## src/rtl/lbt_pkg.sv

```systemverilog
package lbt_pkg;

    // Monitor states
    typedef enum logic [1:0] {
        ST_IDLE  = 2'd0,   // no access being timed
        ST_COUNT = 2'd1,   // strobe active, waiting for acknowledge
        ST_HOLD  = 2'd2,   // acknowledged, waiting for strobe release
        ST_FAULT = 2'd3    // timed out, error held until strobe release
    } lbt_state_e;

    // Bit positions inside the synchronised input vector
    localparam int unsigned SYNC_STRB = 0;
    localparam int unsigned SYNC_ACK  = 1;
    localparam int unsigned SYNC_W    = 2;

endpackage

```

## src/rtl/lbt_sync.sv

```systemverilog
module lbt_sync #(
    parameter int unsigned WIDTH  = 2,
    parameter int unsigned STAGES = 2
) (
    input  logic             clk,
    input  logic             rst_n,
    input  logic [WIDTH-1:0] d_in,
    output logic [WIDTH-1:0] d_out
);

    logic [WIDTH-1:0] stage_d [STAGES];
    logic [WIDTH-1:0] stage_q [STAGES];

    // Shift chain: stage 0 takes the raw input, each later stage takes the one before it
    always_comb begin
        stage_d[0] = d_in;
        for (int i = 1; i < STAGES; i++) begin
            stage_d[i] = stage_q[i-1];
        end
    end

    genvar g;
    generate
        for (g = 0; g < STAGES; g++) begin : g_stage
            always_ff @(posedge clk or negedge rst_n) begin
                if (!rst_n) begin
                    stage_q[g] <= '0;
                end else begin
                    stage_q[g] <= stage_d[g];
                end
            end
        end
    endgenerate

    assign d_out = stage_q[STAGES-1];

endmodule

```

## src/rtl/lbt_enreg.sv

```systemverilog
module lbt_enreg (
    input  logic clk,
    input  logic rst_n,
    input  logic we,
    input  logic wdata,
    output logic en
);

    logic en_d;
    logic en_q;

    always_comb begin
        en_d = we ? wdata : en_q;
    end

    // Reset forces the monitor on
    always_ff @(posedge clk or negedge rst_n) begin
        if (!rst_n) begin
            en_q <= 1'b1;
        end else begin
            en_q <= en_d;
        end
    end

    assign en = en_q;

    // a write takes effect on the next edge
    p_en_write_r8: assert property (@(posedge clk) disable iff (!rst_n)
        we |=> (en_q == $past(wdata)));

    // without a write the bit holds its value
    p_en_hold_r8: assert property (@(posedge clk) disable iff (!rst_n)
        !we |=> $stable(en_q));

endmodule

```

## src/rtl/lbt_timer.sv

```systemverilog
module lbt_timer
    import lbt_pkg::*;
#(
    parameter int unsigned LIMIT = 16,
    localparam int unsigned CW   = $clog2(LIMIT + 1)
) (
    input  logic clk,
    input  logic rst_n,
    input  logic en,
    input  logic strb_s,
    input  logic ack_s,
    output logic err
);

    localparam logic [CW-1:0] LAST = CW'(LIMIT - 1);

    typedef struct packed {
        lbt_state_e    state;
        logic [CW-1:0] cnt;
        logic          strb_prev;
    } lbt_regs_t;

    lbt_regs_t r_d;
    lbt_regs_t r_q;
    logic      strb_rise;

    always_comb begin
        r_d           = r_q;
        r_d.strb_prev = strb_s;
        strb_rise     = strb_s & ~r_q.strb_prev;

        unique case (r_q.state)
            ST_IDLE: begin
                r_d.cnt = '0;
                if (en && strb_rise) begin
                    r_d.state = ST_COUNT;
                end
            end
            ST_COUNT: begin
                if (!en || !strb_s) begin
                    // disabled or access abandoned: stop quietly
                    r_d.state = ST_IDLE;
                    r_d.cnt   = '0;
                end else if (ack_s) begin
                    // acknowledge wins over a timeout in the same cycle
                    r_d.state = ST_HOLD;
                    r_d.cnt   = '0;
                end else if (r_q.cnt == LAST) begin
                    r_d.state = ST_FAULT;
                    r_d.cnt   = '0;
                end else begin
                    r_d.cnt = r_q.cnt + 1'b1;
                end
            end
            ST_HOLD: begin
                if (!strb_s) begin
                    r_d.state = ST_IDLE;
                end
            end
            ST_FAULT: begin
                if (!en || !strb_s) begin
                    r_d.state = ST_IDLE;
                end
            end
            default: begin
                r_d.state = ST_IDLE;
                r_d.cnt   = '0;
            end
        endcase
    end

    always_ff @(posedge clk or negedge rst_n) begin
        if (!rst_n) begin
            r_q <= '{state: ST_IDLE, cnt: '0, strb_prev: 1'b0};
        end else begin
            r_q <= r_d;
        end
    end

    assign err = (r_q.state == ST_FAULT);

    // the counter never passes the fixed limit
    p_cnt_bound_r1: assert property (@(posedge clk) disable iff (!rst_n)
        r_q.cnt <= LAST);

    // an error only follows a count that ran out
    p_err_from_count_r2: assert property (@(posedge clk) disable iff (!rst_n)
        $rose(err) |-> ($past(r_q.state) == ST_COUNT && $past(r_q.cnt) == LAST));

    // the error ends once the synchronised strobe is low
    p_err_release_r3: assert property (@(posedge clk) disable iff (!rst_n)
        (err && !strb_s) |=> !err);

    // the error holds while the strobe stays high and the monitor stays enabled
    p_err_hold_r3: assert property (@(posedge clk) disable iff (!rst_n)
        (err && strb_s && en) |=> err);

    // an acknowledge during the count never leads to an error
    p_ack_no_err_r4: assert property (@(posedge clk) disable iff (!rst_n)
        (r_q.state == ST_COUNT && ack_s) |=> !err);

    // a disabled monitor never has an error in the next cycle
    p_off_no_err_r5: assert property (@(posedge clk) disable iff (!rst_n)
        !en |=> !err);

endmodule

```

## src/rtl/lbt_monitor.sv

```systemverilog
module lbt_monitor
    import lbt_pkg::*;
#(
    parameter int unsigned CLK_MHZ     = 200,
    parameter int unsigned TIMEOUT_US  = 512,
    parameter int unsigned SYNC_STAGES = 2
) (
    input  logic clk,
    input  logic rst_n,
    input  logic bus_strb,
    input  logic bus_ack,
    input  logic cfg_we,
    input  logic cfg_en_wdata,
    output logic cfg_en,
    output logic bus_err
);

    localparam int unsigned LIMIT = CLK_MHZ * TIMEOUT_US;

    logic [SYNC_W-1:0] raw_in;
    logic [SYNC_W-1:0] sync_out;
    logic              en_bit;

    always_comb begin
        raw_in            = '0;
        raw_in[SYNC_STRB] = bus_strb;
        raw_in[SYNC_ACK]  = bus_ack;
    end

    lbt_sync #(
        .WIDTH  (SYNC_W),
        .STAGES (SYNC_STAGES)
    ) u_sync (
        .clk   (clk),
        .rst_n (rst_n),
        .d_in  (raw_in),
        .d_out (sync_out)
    );

    lbt_enreg u_enreg (
        .clk   (clk),
        .rst_n (rst_n),
        .we    (cfg_we),
        .wdata (cfg_en_wdata),
        .en    (en_bit)
    );

    lbt_timer #(
        .LIMIT (LIMIT)
    ) u_timer (
        .clk    (clk),
        .rst_n  (rst_n),
        .en     (en_bit),
        .strb_s (sync_out[SYNC_STRB]),
        .ack_s  (sync_out[SYNC_ACK]),
        .err    (bus_err)
    );

    assign cfg_en = en_bit;

    // leaving reset, the monitor is enabled and the error is low
    p_reset_state_r7: assert property (@(posedge clk)
        !rst_n |=> (cfg_en && !bus_err));

endmodule

```

## config.mk

```make
export PLATFORM = sky130hd
export DESIGN_NAME = lbt_monitor
export DESIGN_NICKNAME = d
export VERILOG_FILES = /design/src/rtl/lbt_pkg.sv /design/src/rtl/lbt_sync.sv /design/src/rtl/lbt_enreg.sv /design/src/rtl/lbt_timer.sv /design/src/rtl/lbt_monitor.sv
export SDC_FILE = /design/constraint.sdc
export NUM_CORES = 1
export LEC_CHECK = 0
export BUFFER_PORTS_ARGS = -buffer_cell sky130_fd_sc_hd__buf_2
export CORE_AREA = 4 4 56 78
export CTS_CLUSTER_SIZE = 20
export DETAILED_ROUTE_END_ITERATION = 8
export DIE_AREA = 0 0 60 82
export PLACE_DENSITY = 0.48
export SLEW_MARGIN = 20
export SYNTH_ARGS = -nofsm -noshare
export SYNTH_HDL_FRONTEND = slang
export SYNTH_HIERARCHICAL = 1
export SYNTH_SLANG_ARGS = --single-unit
```

## constraint.sdc

```tcl
create_clock -name clk -period 3 [get_ports clk]
set_clock_uncertainty 0.15 [all_clocks]
set_input_delay 0.6 -clock clk [delete_from_list [all_inputs] [get_ports clk]]
set_output_delay 0.6 -clock clk [all_outputs]
set_load 0.01 [all_outputs]
```

==> impl_metrics.toml, run 1 <==
[status]
outcome = "finished, final reports clean"

[worst_setup_path]
path_depth = 3
reg2reg_from = "u_timer/r_q[19]"
startpoint = "u_timer/r_q[19]"
critPathArrivalTime_ns = 1.67
slowest_delay_ns = 0.67
worstPathMaxFanout = 16
critical_path_class = "reg -> out"
critPathLaunchType = "flip-flop"
end_kind = "output port"
r2r_slack_ns = 0.89
critPathBufInv = 2
cp_slowest_cell = "dfrtp_1"
reg2reg_depth = 3
critPathTopFamily = "flip-flops"
path_cells = "inv_1, nor2_1, buf_2"
crit_required_ns = 2.25

[die]
die_w_um = 60
rows = 26
core_sq_um = 3640
die_y_um = 82
initial_core_util_pct = 33.8
pin_count = 8
dieArea_sq_um = 4920

[cells_and_area]
area_growth_pct = 9.45
post-route-util_pct = 37.0
fin_nets = 135
fillers = 389
diodes = 0
layout-drive-gt1-share_pct = 15.0

[drt]
wl_met1_um = 1120
dr.first_iter.drc_count = 37
wl_met3_um = 66
vias = 945
dr_wl_met2_um = 1380
route.detailed.drc = 0
routed.top_layer = "met4"
final_antenna_net_count = 0
wl_per_cell_um = 15.3
drt-pass1-iter-count = 4
wl_um = 2590
routed_via_density = 5.59

[place]
post-dp-hpwl_um = 1860
port-buffer-count = 7
gp_congestion = 0.743

[global_routing]
grt_pass1_vias = 994
antenna_found_initial = 0
grt_max_degree = 26
grt_pass1_wl_um = 4540
grt_util_all_layers_pct = 12.2
grt_overflow = 0

[clock_network]
cts_setup_buffers = 0
cts_root_buf = "clkbuf_8"
cts-buffers-inserted = 3
cts_max_path_buffers = 2
h-tree-depth = 1
cts_sinks = 25
ctsResizeCount = 0
cts_tree = "yes"
cts.clk_slew.worst_paths_ns = 0.09
clkLatencyLatePin_ns = 0.27
holdBufCountCts = 0

[power]
p_leak_nw = 0.526
power.density_nw_per_um2 = 430
vdd_drop_max_uv = 253

[logic_synthesis]
synth.cell_area_sq_um = 1230
yosys_warnings = 6
synth_top_area_share_pct = 48.8
synth.avg_cell_area_sq_um = 10.3
synth_cell_type_count = 43
synthMostInstantiatedCell = "dfrtp_1"
ys_seq_area_share_pct = 50.9
synth-async-reset-ratio_pct = 100
synth_cells = 120
ys_top_cells_by_count = "24 x dfrtp_1, 9 x nand2_1, 8 x a21oi_1, 8 x nand3_1, 6 x nor2_1"
syn_nets = 127
synth_flop_cell = "dfrtp_1"
synth_top_cell_by_area = "dfrtp_1"
synth-edff-count = 0
ys_seq_elements = 25
synthTopCellsByArea = "dfrtp_1 49%, a21oi_1 3.3%, nand3_1 3.3%, xnor2_1 2.8%, nand2_1 2.7%"

[sta]
period_minus_slack_ns = 2.42
setup_viol = 0
fmax_mhz = 413
max_slew_margin_pct = 63.4
hold_ws_ns = 0.154
finalMaxSlewViolations = 0
tns_ns = 0
rsz0062_at_grt = "false"
hold_viol = 0
worst_slew_pin_slew_ns = 0.549
min_period_over_period_pct = 80.7

[job]
drv_cap = 0

[min_path]
hold_path_class = "in -> async"
## cells by family after synthesis
group / synth area share [%]
AO/OA/AOI/OAI: 15.7
XOR/XNOR: 4.27
adder cells (fa/ha/maj): 1.02
buffers and inverters: 3.25
flip-flops: 50.9
multiplexers: 1.22
AND/OR/NAND/NOR: 23.7
## flip-flops by register name, summed over array words and instances (netlist names)
name	count
u_timer/r_q	20
u_sync/d_out	2
u_sync/stage_d	2
u_enreg/en	1
## final cells by class
cell class	count	area (sq um)	area share, %
Clock inverter	1	5.00	0.371
Multi-Input combinational cell	85	564	41.9
Inverter	6	22.5	1.67
Tap cell	42	52.6	3.90
Clock buffer	3	41.3	3.06
Timing Repair Buffer	7	35.0	2.60
Sequential cell	25	627	46.5
## where the power goes
group	total (mW)	switching [mW]	internal (mW)
Combinational	0.0251	0.0167	0.00836
Clock	0.202	0.109	0.0929
Sequential	0.352	0.00819	0.344
## cell usage in the layout (no fill, tap or decap), types with 2 or more instances in the layout
master    count
nor3_1        4
a21oi_1       8
or2_1         2
xnor2_1       4
nand2_1       9
a22o_1        2
nand3_1       8
and4_1        2
o31ai_1       3
a22oi_1       3
buf_2         7
xor2_1        2
dfrtp_1      24
nor2_1        6
nand4_1       3
or4_1         4
inv_1         5
o21ai_0       3
clkbuf_8      3
## worst paths after layout
kind / end
setup / recovery: bus_err
hold / removal: u_timer/r_q[17]
setup reg to reg: u_timer/r_q[4]
hold reg to reg: u_sync/d_out[0]
max in group asynchronous: u_enreg/en
min in group clk: u_sync/d_out[0]
## stage by stage
stage | area [sq um] | total power, mW | std cells | setup WS, ns
floorplan | 1230 | 0.369 | 120 | 1.13
global placement | 1300 | 0.385 | 165 | 0.923
detailed placement | 1300 | 0.385 | 165 | 0.901
CTS | 1350 | 0.588 | 169 | 0.580
global route | 1350 | 0.608 | 169 | 0.400
finish | 1350 | 0.579 | 169 | 0.580
## routing by layer
metal / vias up / track usage, %
met5: - / 0
met4: 0 / 4.66
met3: 2 / 1.57
met2: 12 / 22.0
met1: 474 / 14.4
li1: 457 / -
## worst reg2reg max path, stage by stage, from the launching register on
cell,delay (ns)
dfrtp_1,0.57
or4_1,0.67
a21oi_1,0.44
a221o_1,0.22
Power figures use the tool's default switching activity.
==> inputs of run 2 (changes only) <==
- PLACE_DENSITY: 0.48 -> 0.5
- clock period: 3 -> 2 ns (I/O delays scaled with it)
==> run 2 against run 1 <==
Sequential share of layout area shrank 5.4 points. Sequential power is 49% higher. Cell count rose by 11%. Total power is 51% higher. Hold slack worse by 0.073 ns. Clock power rose by 47%. Critical endpoint is now u_timer/r_q[4].
==> impl_metrics.toml, run 2 (synthesis gave the netlist of run 1 again) <==
[status]
outcome = "finished, final reports clean"

[cells_and_area]
area_growth_pct = 23.7
post-route-util_pct = 41.8
layout-drive-gt1-share_pct = 27.4
largest_register_ffs = 20
fillers = 382
regMostFlops = "u_timer/r_q"
final_common_cell = "dfrtp_1"
regArea_sq_um = 627
multi_input_area_sq_um = 582
final_cell_mix = "24 x dfrtp_1, 17 x buf_4, 9 x nand2_1"
fin_nets = 154
diodes = 0

[power]
swShare_pct = 22.5
p_leak_nw = 0.647
vdd_drop_max_uv = 404
internal_power_uw = 677
power_uw = 874
power_switching_uw = 196
power.density_nw_per_um2 = 574
p_clk_share_pct = 33.9
seqPwrFrac_pct = 60.0
pwr-share-comb_pct = 6.1

[sta]
period_minus_slack_ns = 1.98
max_slew_margin_pct = 62.3
hold_ws_ns = 0.0810
layout_setup_ws_ns = 0.0210
worst_slew_pin_slew_ns = 0.565
min_period_over_period_pct = 98.9
fmax_mhz = 505
setup_viol = 0
finalMaxSlewViolations = 0
tns_ns = 0
rsz0062_at_grt = "true"
hold_viol = 0

[clock_network]
cts-buffers-inserted = 3
h-tree-depth = 1
cts_root_buf = "clkbuf_8"
cts.clk_slew.worst_paths_ns = 0.09
cts_tree = "yes"
cts_max_path_buffers = 2
clkLatencyLatePin_ns = 0.27
cts_sinks = 25

[min_path]
min_from = "bus_ack"
hold_path_class = "in -> reg"
hold_end = "u_sync/stage_d[1]"
hold_path_depth = 1

[drt]
wl_met1_um = 1180
drt-pass1-iter-count = 4
route.detailed.drc = 0
dr.first_iter.drc_count = 35
routed_via_density = 5.48
vias = 1030
wl_um = 2830
wl_per_cell_um = 15.0
final_antenna_net_count = 0
dr_wl_met2_um = 1520
routed.top_layer = "met4"
wl_met3_um = 95

[die]
core_sq_um = 3640
initial_core_util_pct = 33.8
die_y_um = 82
rows = 26
die_w_um = 60
dieArea_sq_um = 4920
pin_count = 8

[worst_setup_path]
reg2reg_depth = 5
r2r_slack_ns = 0.02
critical_path_class = "reg -> reg"
critPathArrivalTime_ns = 1.99
critPathLaunchType = "flip-flop"
end_kind = "flip-flop"
r2r-end = "u_timer/r_q[4]"
crit_required_ns = 2.01
worstPathMaxFanout = 3
reg2reg_from = "u_timer/r_q[14]"

[global_routing]
antenna_found_initial = 0
grt_pass1_vias = 1048
grt_overflow = 0
grt_util_all_layers_pct = 13.0
grt_max_degree = 26
grt_pass1_wl_um = 4800

[place]
post-dp-hpwl_um = 2130
gp_congestion = 0.759
port-buffer-count = 7
dpl_worst_slack_ns = 0.0551

[job]
drv_cap = 0
-- run 2: worst max-delay path by stage --
stage                    start         endpoint
3_3_place_gp        u_enreg/en  u_timer/r_q[14]
6_report       u_timer/r_q[14]   u_timer/r_q[4]
5_1_grt        u_timer/r_q[14]   u_timer/r_q[4]
3_5_place_dp   u_timer/r_q[13]   u_timer/r_q[4]
4_1_cts        u_timer/r_q[13]   u_timer/r_q[4]
2_1_floorplan       u_enreg/en   u_timer/r_q[5]
-- run 2: final cells by class --
class                      instances  share of cell area [%]
inverter                           6                    1.48
clock buffer                       3                    2.71
clock inverter                     1                   0.329
timing repair buffer              26                    12.7
sequential                        25                    41.2
multi-input combinational         85                    38.2
tap                               42                    3.45
-- run 2: per-stage QoR --
| stage | instances | area (sq um) |
|---|---|---|
| 2_1_floorplan | 120 | 1230 |
| 6_report | 188 | 1520 |
| 3_3_place_gp | 182 | 1440 |
| 4_1_cts | 187 | 1500 |
| 3_5_place_dp | 182 | 1440 |
| 5_1_grt | 188 | 1520 |
-- run 2: timing repair --
action | 4_1_cts | 5_1_grt
hold buffers | 1 | 0
buffers inserted | 0 | 1
hold endpoints to repair | 24 | 0
endpoints found under the setup margin | 0 | 5
gates resized for setup | 0 | 4
-- run 2: critical path, stage by stage, from the launching register on --
cell and delay (ns):
dfrtp_1 0.39, or4b_4 0.56, nor3_4 0.24, a21oi_2 0.09
buf_4 0.15, a221o_1 0.29
-- run 2: layer usage --
metal  vias up  track usage (%)
met5         -                0
met4         0             3.99
met3         4             1.89
met2        27             24.9
met1       499             14.3
li1        500                -
-- run 2: power by group through the flow --
stage	Sequential [mW]	Clock (mW)	Combinational (mW)
floorplan	0.534	0	0.0196
global placement	0.534	0	0.0521
detailed placement	0.534	0	0.0518
CTS	0.525	0.317	0.0535
global route	0.526	0.332	0.0601
finish	0.525	0.296	0.0529
